[config.mk]
export PLATFORM = sky130hd
export DESIGN_NAME = hostbus8_engine
export DESIGN_NICKNAME = d
export VERILOG_FILES = /design/src/rtl/hb8_pkg.sv /design/src/rtl/hb8_stall_timer.sv /design/src/rtl/hb8_wait_ctr.sv /design/src/rtl/hb8_pin_drive.sv /design/src/rtl/hostbus8_engine.sv
export SDC_FILE = /design/constraint.sdc
export NUM_CORES = 1
export LEC_CHECK = 0
export ABC_AREA = 0
export CELL_PAD_IN_SITES_DETAIL_PLACEMENT = 1
export CELL_PAD_IN_SITES_GLOBAL_PLACEMENT = 1
export CORE_ASPECT_RATIO = 1.1
export CORE_MARGIN = 2
export CORE_UTILIZATION = 31
export DETAILED_ROUTE_END_ITERATION = 8
export GPL_TIMING_DRIVEN = 0
export PLACE_DENSITY_LB_ADDON = 0.12
export SKIP_CTS_REPAIR_TIMING = 1
export SLEW_MARGIN = 20
export SYNTH_ARGS = -nofsm -noshare
export SYNTH_HDL_FRONTEND = slang
export SYNTH_SLANG_ARGS = --single-unit
[constraint.sdc]
create_clock -name clk -period 1.93 [get_ports clk]
set_input_delay 0.386 -clock clk [delete_from_list [all_inputs] [get_ports clk]]
set_output_delay 0.386 -clock clk [all_outputs]
set_load 0.02 [all_outputs]
[src/rtl/hb8_pkg.sv]
package hb8_pkg;

    localparam int HB_ADDR_W = 8;
    localparam int HB_DATA_W = 8;

    typedef enum logic [1:0] {
        HB_MUX   = 2'd0,
        HB_DEMUX = 2'd1,
        HB_SRAM  = 2'd2,
        HB_FIFO  = 2'd3
    } hb_mode_e;

    typedef enum logic [1:0] {
        ST_IDLE   = 2'd0,
        ST_ADDR   = 2'd1,
        ST_SETUP  = 2'd2,
        ST_STROBE = 2'd3
    } hb_state_e;

    typedef struct packed {
        logic                 wr;
        logic [HB_ADDR_W-1:0] addr;
        logic [HB_DATA_W-1:0] wdata;
    } hb_txn_t;

    // Pin level for a strobe given whether it is active and its polarity.
    function automatic logic strobe_level(input logic active, input logic act_high);
        return ~(active ^ act_high);
    endfunction

endpackage

[src/rtl/hb8_stall_timer.sv]
module hb8_stall_timer #(
    parameter int STALL_W = 8
) (
    input  logic               clk,
    input  logic               rst,
    input  logic               run,
    input  logic               hold,
    input  logic [STALL_W-1:0] limit,
    output logic               expire
);
    logic [STALL_W-1:0] cnt;
    logic               limited;

    assign limited = (limit != '0);

    always_ff @(posedge clk) begin
        if (rst || !(run && hold))
            cnt <= '0;
        else
            cnt <= cnt + 1'b1;
    end

    assign expire = run && hold && limited && (cnt == limit - 1'b1);


    stall_bound_chk: assert property (@(posedge clk) disable iff (rst)
        (run && limited) |-> (cnt < limit));

endmodule

[src/rtl/hb8_wait_ctr.sv]
module hb8_wait_ctr #(
    parameter int WAIT_W = 2
) (
    input  logic              clk,
    input  logic              rst,
    input  logic              load,
    input  logic [WAIT_W-1:0] load_val,
    input  logic              run,
    output logic              last
);
    logic [WAIT_W-1:0] cnt;

    always_ff @(posedge clk) begin
        if (rst)
            cnt <= '0;
        else if (load)
            cnt <= load_val;
        else if (run && cnt != '0)
            cnt <= cnt - 1'b1;
    end

    assign last = run && (cnt == '0);

endmodule

[src/rtl/hb8_pin_drive.sv]
module hb8_pin_drive
    import hb8_pkg::*;
(
    input  hb_state_e             state,
    input  hb_txn_t               txn,
    input  logic                  mux_mode,
    input  logic                  rd_high,
    input  logic                  wr_high,
    output logic                  rd_strb,
    output logic                  wr_strb,
    output logic                  ale,
    output logic [HB_DATA_W-1:0]  bus_dout,
    output logic                  bus_oe,
    output logic [HB_ADDR_W-1:0]  ext_addr
);
    logic in_strobe;
    logic rd_act;
    logic wr_act;

    always_comb begin
        in_strobe = (state == ST_STROBE);
        rd_act    = in_strobe && !txn.wr;
        wr_act    = in_strobe && txn.wr;
        rd_strb   = strobe_level(rd_act, rd_high);
        wr_strb   = strobe_level(wr_act, wr_high);
        ale       = (state == ST_ADDR);
        bus_oe    = (state == ST_ADDR) ||
                    (txn.wr && (state == ST_SETUP || state == ST_STROBE));
        bus_dout  = (state == ST_ADDR) ? txn.addr : txn.wdata;
        ext_addr  = (mux_mode || state == ST_IDLE) ? '0 : txn.addr;
    end

endmodule

[src/rtl/hostbus8_engine.sv]
module hostbus8_engine
    import hb8_pkg::*;
#(
    parameter int WAIT_W  = 2,
    parameter int STALL_W = 8
) (
    input  logic                 clk,
    input  logic                 rst,
    input  logic [1:0]           cfg_mode,
    input  logic [WAIT_W-1:0]    cfg_rd_wait,
    input  logic [WAIT_W-1:0]    cfg_wr_wait,
    input  logic                 cfg_rd_high,
    input  logic                 cfg_wr_high,
    input  logic                 cfg_txe_en,
    input  logic                 cfg_rxf_en,
    input  logic [STALL_W-1:0]   cfg_max_stall,
    input  logic                 req,
    input  logic                 req_write,
    input  logic [HB_ADDR_W-1:0] req_addr,
    input  logic [HB_DATA_W-1:0] req_wdata,
    output logic                 ack,
    output logic                 ack_err,
    output logic [HB_DATA_W-1:0] rdata,
    output logic [HB_DATA_W-1:0] bus_dout,
    output logic                 bus_oe,
    input  logic [HB_DATA_W-1:0] bus_din,
    output logic [HB_ADDR_W-1:0] ext_addr,
    output logic                 ale,
    output logic                 rd_strb,
    output logic                 wr_strb,
    input  logic                 tx_empty,
    input  logic                 rx_full,
    output logic                 timeout_err
);
    hb_state_e state;
    hb_txn_t   txn;
    hb_mode_e  mode;
    logic      mux_mode;
    logic      hold;
    logic      expire;
    logic      load_wait;
    logic      last;
    logic [WAIT_W-1:0] wait_sel;

    assign mode     = hb_mode_e'(cfg_mode);
    assign mux_mode = (mode == HB_MUX);
    assign wait_sel = txn.wr ? cfg_wr_wait : cfg_rd_wait;

    always_comb begin
        hold = 1'b0;
        if (mode == HB_FIFO) begin
            if (txn.wr) hold = cfg_rxf_en && rx_full;
            else        hold = cfg_txe_en && tx_empty;
        end
    end

    assign load_wait = (state == ST_SETUP) && !hold;

    hb8_stall_timer #(.STALL_W(STALL_W)) u_stall (
        .clk    (clk),
        .rst    (rst),
        .run    (state == ST_SETUP),
        .hold   (hold),
        .limit  (cfg_max_stall),
        .expire (expire)
    );

    hb8_wait_ctr #(.WAIT_W(WAIT_W)) u_wait (
        .clk      (clk),
        .rst      (rst),
        .load     (load_wait),
        .load_val (wait_sel),
        .run      (state == ST_STROBE),
        .last     (last)
    );

    hb8_pin_drive u_pins (
        .state    (state),
        .txn      (txn),
        .mux_mode (mux_mode),
        .rd_high  (cfg_rd_high),
        .wr_high  (cfg_wr_high),
        .rd_strb  (rd_strb),
        .wr_strb  (wr_strb),
        .ale      (ale),
        .bus_dout (bus_dout),
        .bus_oe   (bus_oe),
        .ext_addr (ext_addr)
    );

    always_ff @(posedge clk) begin
        if (rst) begin
            state       <= ST_IDLE;
            txn         <= '0;
            ack         <= 1'b0;
            ack_err     <= 1'b0;
            timeout_err <= 1'b0;
            rdata       <= '0;
        end else begin
            ack         <= 1'b0;
            ack_err     <= 1'b0;
            timeout_err <= 1'b0;
            unique case (state)
                ST_IDLE: begin
                    if (req && !ack) begin
                        txn.wr    <= req_write;
                        txn.addr  <= req_addr;
                        txn.wdata <= req_wdata;
                        state     <= mux_mode ? ST_ADDR : ST_SETUP;
                    end
                end
                ST_ADDR: state <= ST_SETUP;
                ST_SETUP: begin
                    if (expire) begin
                        ack         <= 1'b1;
                        ack_err     <= 1'b1;
                        timeout_err <= 1'b1;
                        state       <= ST_IDLE;
                    end else if (!hold) begin
                        state <= ST_STROBE;
                    end
                end
                ST_STROBE: begin
                    if (last) begin
                        if (!txn.wr) rdata <= bus_din;
                        ack   <= 1'b1;
                        state <= ST_IDLE;
                    end
                end
                default: state <= ST_IDLE;
            endcase
        end
    end


    strobe_excl_chk: assert property (@(posedge clk) disable iff (rst)
        !((rd_strb == cfg_rd_high) && (wr_strb == cfg_wr_high)));


    rd_oe_chk: assert property (@(posedge clk) disable iff (rst)
        (rd_strb == cfg_rd_high) |-> !bus_oe);


    ale_mode_chk: assert property (@(posedge clk) disable iff (rst)
        ale |-> (cfg_mode == 2'd0));


    ack_pulse_chk: assert property (@(posedge clk) disable iff (rst)
        ack |=> !ack);


    tout_ack_chk: assert property (@(posedge clk) disable iff (rst)
        timeout_err |-> (ack && ack_err));


    tout_pulse_chk: assert property (@(posedge clk) disable iff (rst)
        timeout_err |=> !timeout_err);

endmodule

* Word-level counts from Yosys, hierarchy flattened
Index checks and enable logic that the tools add are counted.
Widths: inputs -> output; s select.
** Operators by class
- Add/subtract/negate cells :: 3
- Reductions and logical operators :: 30
- Mux-type cells :: 16
- Eq/ne operators :: 8
- Bitwise operators :: 6
** Operators by type and width (count)
- $mux 2 :: 8
- $mux 8 :: 2
- $logic_and 1x1->1 :: 12
- $add 8x1->8 const B :: 1
- $eq 8x8->1 :: 1
- $pmux 2 s4 :: 1
- $reduce_bool 8->1 :: 1
- $sub 8x1->8 const B :: 1
- $eq 2x2->1 const B :: 3
- $logic_not 2->1 :: 3
- $reduce_and 3->1 :: 2
- $logic_not 1->1 :: 4
- $logic_or 1x1->1 :: 4
- $mux 1 :: 4
- $ne 2x2->1 const B :: 2
- $not 1->1 :: 4
- $reduce_bool 2->1 :: 2
- $ne 3x3->1 const B :: 1
- $eq 2x1->1 const B :: 1
- $pmux 1 s2 :: 1
- $reduce_and 2->1 :: 1
- $reduce_or 2->1 :: 1
- $sub 2x1->2 const B :: 1
- $xor 1x1->1 :: 2
** Storage, ports and cells
- Output and inout bits :: 31
- Bits in registers :: 39
- Logic and storage cells :: 72

* Logic depth before layout (Yosys ltp)
- Word-level depth :: 8
- Depth in mapped cells :: 7
- Gate-level depth less buffers :: 7

* Modules after synthesis
A second synthesis with hierarchy kept.
** Unflattened totals
- Cell total of the unflattened synthesis :: 257
- Area total of the unflattened synthesis :: 2195.9 um2
** By module, submodules not included
- hostbus8_engine :: area each 1178.6 um2, cells an instance 142, sequential area each 580.6 um2, times used 1
- hb8_stall_timer :: area each 644.4 um2, cells an instance 76, sequential area each 160.2 um2, times used 1
- hb8_pin_drive :: area each 239.0 um2, cells an instance 24, sequential area each 0.0 um2, times used 1
- hb8_wait_ctr :: area each 133.9 um2, cells an instance 15, sequential area each 40.0 um2, times used 1

* Worst setup path before layout
Ideal clock, no wire load.
- Kind :: register to output
- From :: register state[0]
- To :: output bus_dout[0]
- Arrival :: 1.262 ns
- Path slack :: 0.282 ns
- Stages on the path, launching flop included :: 5
- Path through :: dfxtp_1 buf_2 nor2b_1 buf_2 mux2_2
** Between the ends
- Word-level cells in the longest chain between the ends :: 2
** RTL lines
- start, declared :: RTL line hostbus8_engine.sv:35 : hb_state_e state;
- start signal, assigned :: RTL line hostbus8_engine.sv:109 : state <= mux_mode ? ST_ADDR : ST_SETUP;
- $eq 2x1->1
- named net ale :: RTL line hostbus8_engine.sv:28 : output logic ale,
- $mux 8 :: RTL line hb8_pin_drive.sv:29 : bus_dout = (state == ST_ADDR) ? txn.addr : txn.wdata;
- end, declared :: RTL line hostbus8_engine.sv:24 : output logic [HB_DATA_W-1:0] bus_dout,
The timed path passes the listed nets, and every way through them passes these cells.

* Final worst setup path
- From :: register state[0]
- To :: output bus_dout[4]
** Between the ends
- Word-level cells in the longest chain between the ends :: 2
** RTL lines (RTL line)
- $eq 2x1->1 :: hb8_pin_drive.sv:29
- $mux 8 :: hb8_pin_drive.sv:29
No other way between the ends.

==> run_results.csv <==
group,metric,value,unit
logic_synthesis,synth_compound_area_share,12.5,%
critical_path,crit_start,"state[0]",
timing,fmax,0.524,GHz
critical_path,cp.depth,5,
floorplanning,start_util,32.2,%
power_and_ir_drop,pwr-share-seq,39.6,%
global_routing,grt_usage,16.3,%
critical_path,cp_cell_sequence,"buf_6, nor2b_4, buf_6, mux2_4, buf_6",
critical_path,rr_startpoint,"txn[16]",
drt,remaining_drc_errors,0,
critical_path,required,1.54,ns
timing,fin_crit_sh,98.8,%
timing,fin_hold_ws,0.458,ns
power_and_ir_drop,intPower,0.00163,W
layout,drive_gt1_share,14.6,%
timing,hold_violations,0,
clocking,clockBufferDepth,2,
critical_path,startpoint_type,"flop",
critical_path,critPathTopFamily,"buffers and inverters",
logic_synthesis,yosys-mux-area-fraction,5.99,%
layout,nets,385,
layout,areaGrowthSynthToFinish,58.2,%
clocking,cts_root_buf,"clkbuf_8",
drt,ant_nets,0,
global_routing,grt_max_degree,13,
worst_hold_path,hold_depth,2,
critical_path,critPathKind,"flop to primary output",
timing,slew_viol_final,0,
layout,layout_common_cells,"56 x nand2_1, 54 x clkdlybuf4s50_1, 37 x dfxtp_1",
global_routing,grt_pass1_wl,9.00,mm
logic_synthesis,yosys-top-cells-area,"dfxtp_1 39%, nand2_1 10%, a21oi_1 7.2%, mux2_2 4.5%, xnor2_1 4.4%",
clocking,cts-buffers-inserted,5,
power_and_ir_drop,combinationalPowerShare,23.4,%
layout,mostFrequentLayoutCell,"nand2_1",
logic_synthesis,yosysWarnings,0,
clocking,htreeDepth,2,
power_and_ir_drop,cellLeakagePower,1.38,nW
drt,vias,1978,
timing,finalCriticalPeriod,1.91,ns
critical_path,crit_top_cell,"buf_6",
power_and_ir_drop,switchingPower,0.000563,W
drt,drt_iter0_markers,65,
power_and_ir_drop,power_density,692,mW/mm^2
clocking,insertion_delay,0.29,ns
logic_synthesis,synth_xor_area_share,7.87,%
timing,finalSetupViolations,0,
critical_path,slowest_stage,"dfxtp_2",
drt,routed_via_density,4.77,
critical_path,cp-endpoint,"bus_dout[4]",
power_and_ir_drop,clockPowerShare,37.0,%
layout,multiInputGateArea,0.00120,mm^2
clocking,cts_tree,"done",
logic_synthesis,async_reset_ff_share,0,%
floorplanning,io_pins,79,
floorplanning,die_w,80.7,um
timing,max-slew-margin-rel,64.9,%
placed_design,port_buffers,78,
critical_path,rrSetupSlack,0.29,ns
drt,wl,5.85,mm
global_routing,grt_pass1_vias,1983,
logic_synthesis,syn_inst,245,
layout,seqCellArea,783,um^2
worst_hold_path,hold_class,"flop to flop",
critical_path,worst_ep_arrival_time,1.52,ns
layout,antenna_cells,0,
global_routing,grt_antenna_before_repair,0,
power_and_ir_drop,ir_drop,0.000398,V
logic_synthesis,synthSimpleGateAreaFrac,28.8,%
placed_design,hpwl,4.30,mm
logic_synthesis,synth-adder-area-share,1.87,%
clocking,clk_pin_slew,0.08,ns
placed_design,place_congestion,0.666,
critical_path,worst-path-max-fanout,8,
floorplanning,num_rows,30,
floorplanning,core_area,0.00623,mm^2
floorplanning,dieArea,0.00713,mm^2
layout,fill_cells,776,
global_routing,grt.overflow.total,0,
drt,wl_per_cell,14.1,um
critical_path,cp-end-kind,"primary output",
logic_synthesis,synth_area,0.00200,mm^2
logic_synthesis,synth_top_cell_area_share,39.0,%
critical_path,reg2regPathDepth,6,
logic_synthesis,synth_top_family_by_area,"simple AND/OR/NAND/NOR gates",
critical_path,reg2reg_to,"state[1]",
logic_synthesis,synth_edf_count,0,
power_and_ir_drop,switching_share,25.7,%
floorplanning,dieHeight,88.3,um
timing,worst_slew_pin_slew,0.526,ns
outcome,status,"complete, no violations",
logic_synthesis,syn_nets,296,
clocking,cts.sinks,39,
run,cap_violations,0,
logic_synthesis,synth_seq_area_share,39.0,%
logic_synthesis,synth_top_cell_by_area,"dfxtp_1",
critical_path,slowest_delay,0.34,ns
logic_synthesis,synth_ff_type,"dfxtp_1",
logic_synthesis,ys_types,43,
logic_synthesis,ys_ff_latch,39,
timing,rsz0062_at_grt,"true",
logic_synthesis,post_synth.cell_area_avg,8.18,um^2
drt,firstDrtPassIters,4,
timing,fin_setup_tns,0,ns
critical_path,crit_buf_inv,3,
timing,clock_skew,0.00858,ns
==> registers in the layout, summed over array words and instances (netlist names) <==
signal / flops
u_stall.cnt: 8
u_wait.cnt: 2
rdata: 8
state: 2
timeout_err: 1
ack: 1
txn: 17
==> power groups by stage <==
stage / logic (W) / registers [W] / clock network [W]
floorplan: 0.000240 / 0.000885 / 0
global placement: 0.000467 / 0.000883 / 0
detailed placement: 0.000471 / 0.000885 / 0
CTS: 0.000475 / 0.000866 / 0.000828
global route: 0.000560 / 0.000874 / 0.000865
finish: 0.000513 / 0.000869 / 0.000811
==> cell type report <==
type | count | share of cell area [%]
Sequential cell | 39 | 24.7
Inverter | 4 | 0.474
Clock buffer | 6 | 2.29
Multi-Input combinational cell | 189 | 37.8
Tap cell | 80 | 3.16
Buffer | 13 | 2.68
Timing Repair Buffer | 82 | 27.0
Clock inverter | 2 | 1.89
==> metal layers <==
metal  wire length [um]  GRT usage (%)  share of wire (%)
met5                  0              0                  0
met4                 75           5.86                1.3
met3                380           4.90                6.5
met2               2860           29.2                 49
met1               2530           18.3                 43
==> worst min-delay path by stage <==
stage / startpoint / end / slack [ns]
CTS: rdata[2] / rdata[2] / 0.46
global route: rdata[1] / rdata[1] / 0.48
floorplan: txn[0] / txn[0] / 0.43
detailed placement: rdata[2] / rdata[2] / 0.45
finish: rdata[0] / rdata[0] / 0.46
global placement: txn[5] / txn[5] / 0.44
==> Yosys cell counts (all sizes together) (2+ instances only) <==
master / number
a211oi: 2
a21oi: 29
and2: 9
and3: 4
and4b: 2
buf: 7
clkbuf: 6
dfxtp: 39
ha: 3
inv: 4
mux2: 8
mux2i: 3
nand2: 56
nand2b: 2
nand3: 7
nand4b: 2
nor2: 18
nor2b: 4
nor3: 3
nor4: 2
o2111ai: 2
o21a: 2
o21ai: 2
xnor2: 10
xor2: 8
==> tightest hold or removal path, delay by kind of cell (launching register included) <==
family           cells  cell delay (ns)
AO/OA/AOI/OAI        1             0.05
flip-flops           1             0.31
AND/OR/NAND/NOR      1             0.05
==> kinds of logic after synthesis <==
family          after synthesis
mux                          11
flops                        39
fa+ha+maj                     3
compound gates               42
simple gates                115
xor+xnor                     18
buf+inv                      17
==> stage by stage <==
step	cells	setup slack [ns]	utilization, %	instance area, um^2	power (W)
finish	415	0.0225	50.9	3170	0.00219
global route	415	-0.0369	50.9	3170	0.00230
CTS	411	-0.718	48.4	3020	0.00217
detailed placement	403	-0.712	46.3	2890	0.00136
global placement	403	-0.764	46.3	2890	0.00135
floorplan	245	0.282	-	2000	0.00112
No activity file was read; power rests on OpenSTA's default activity.
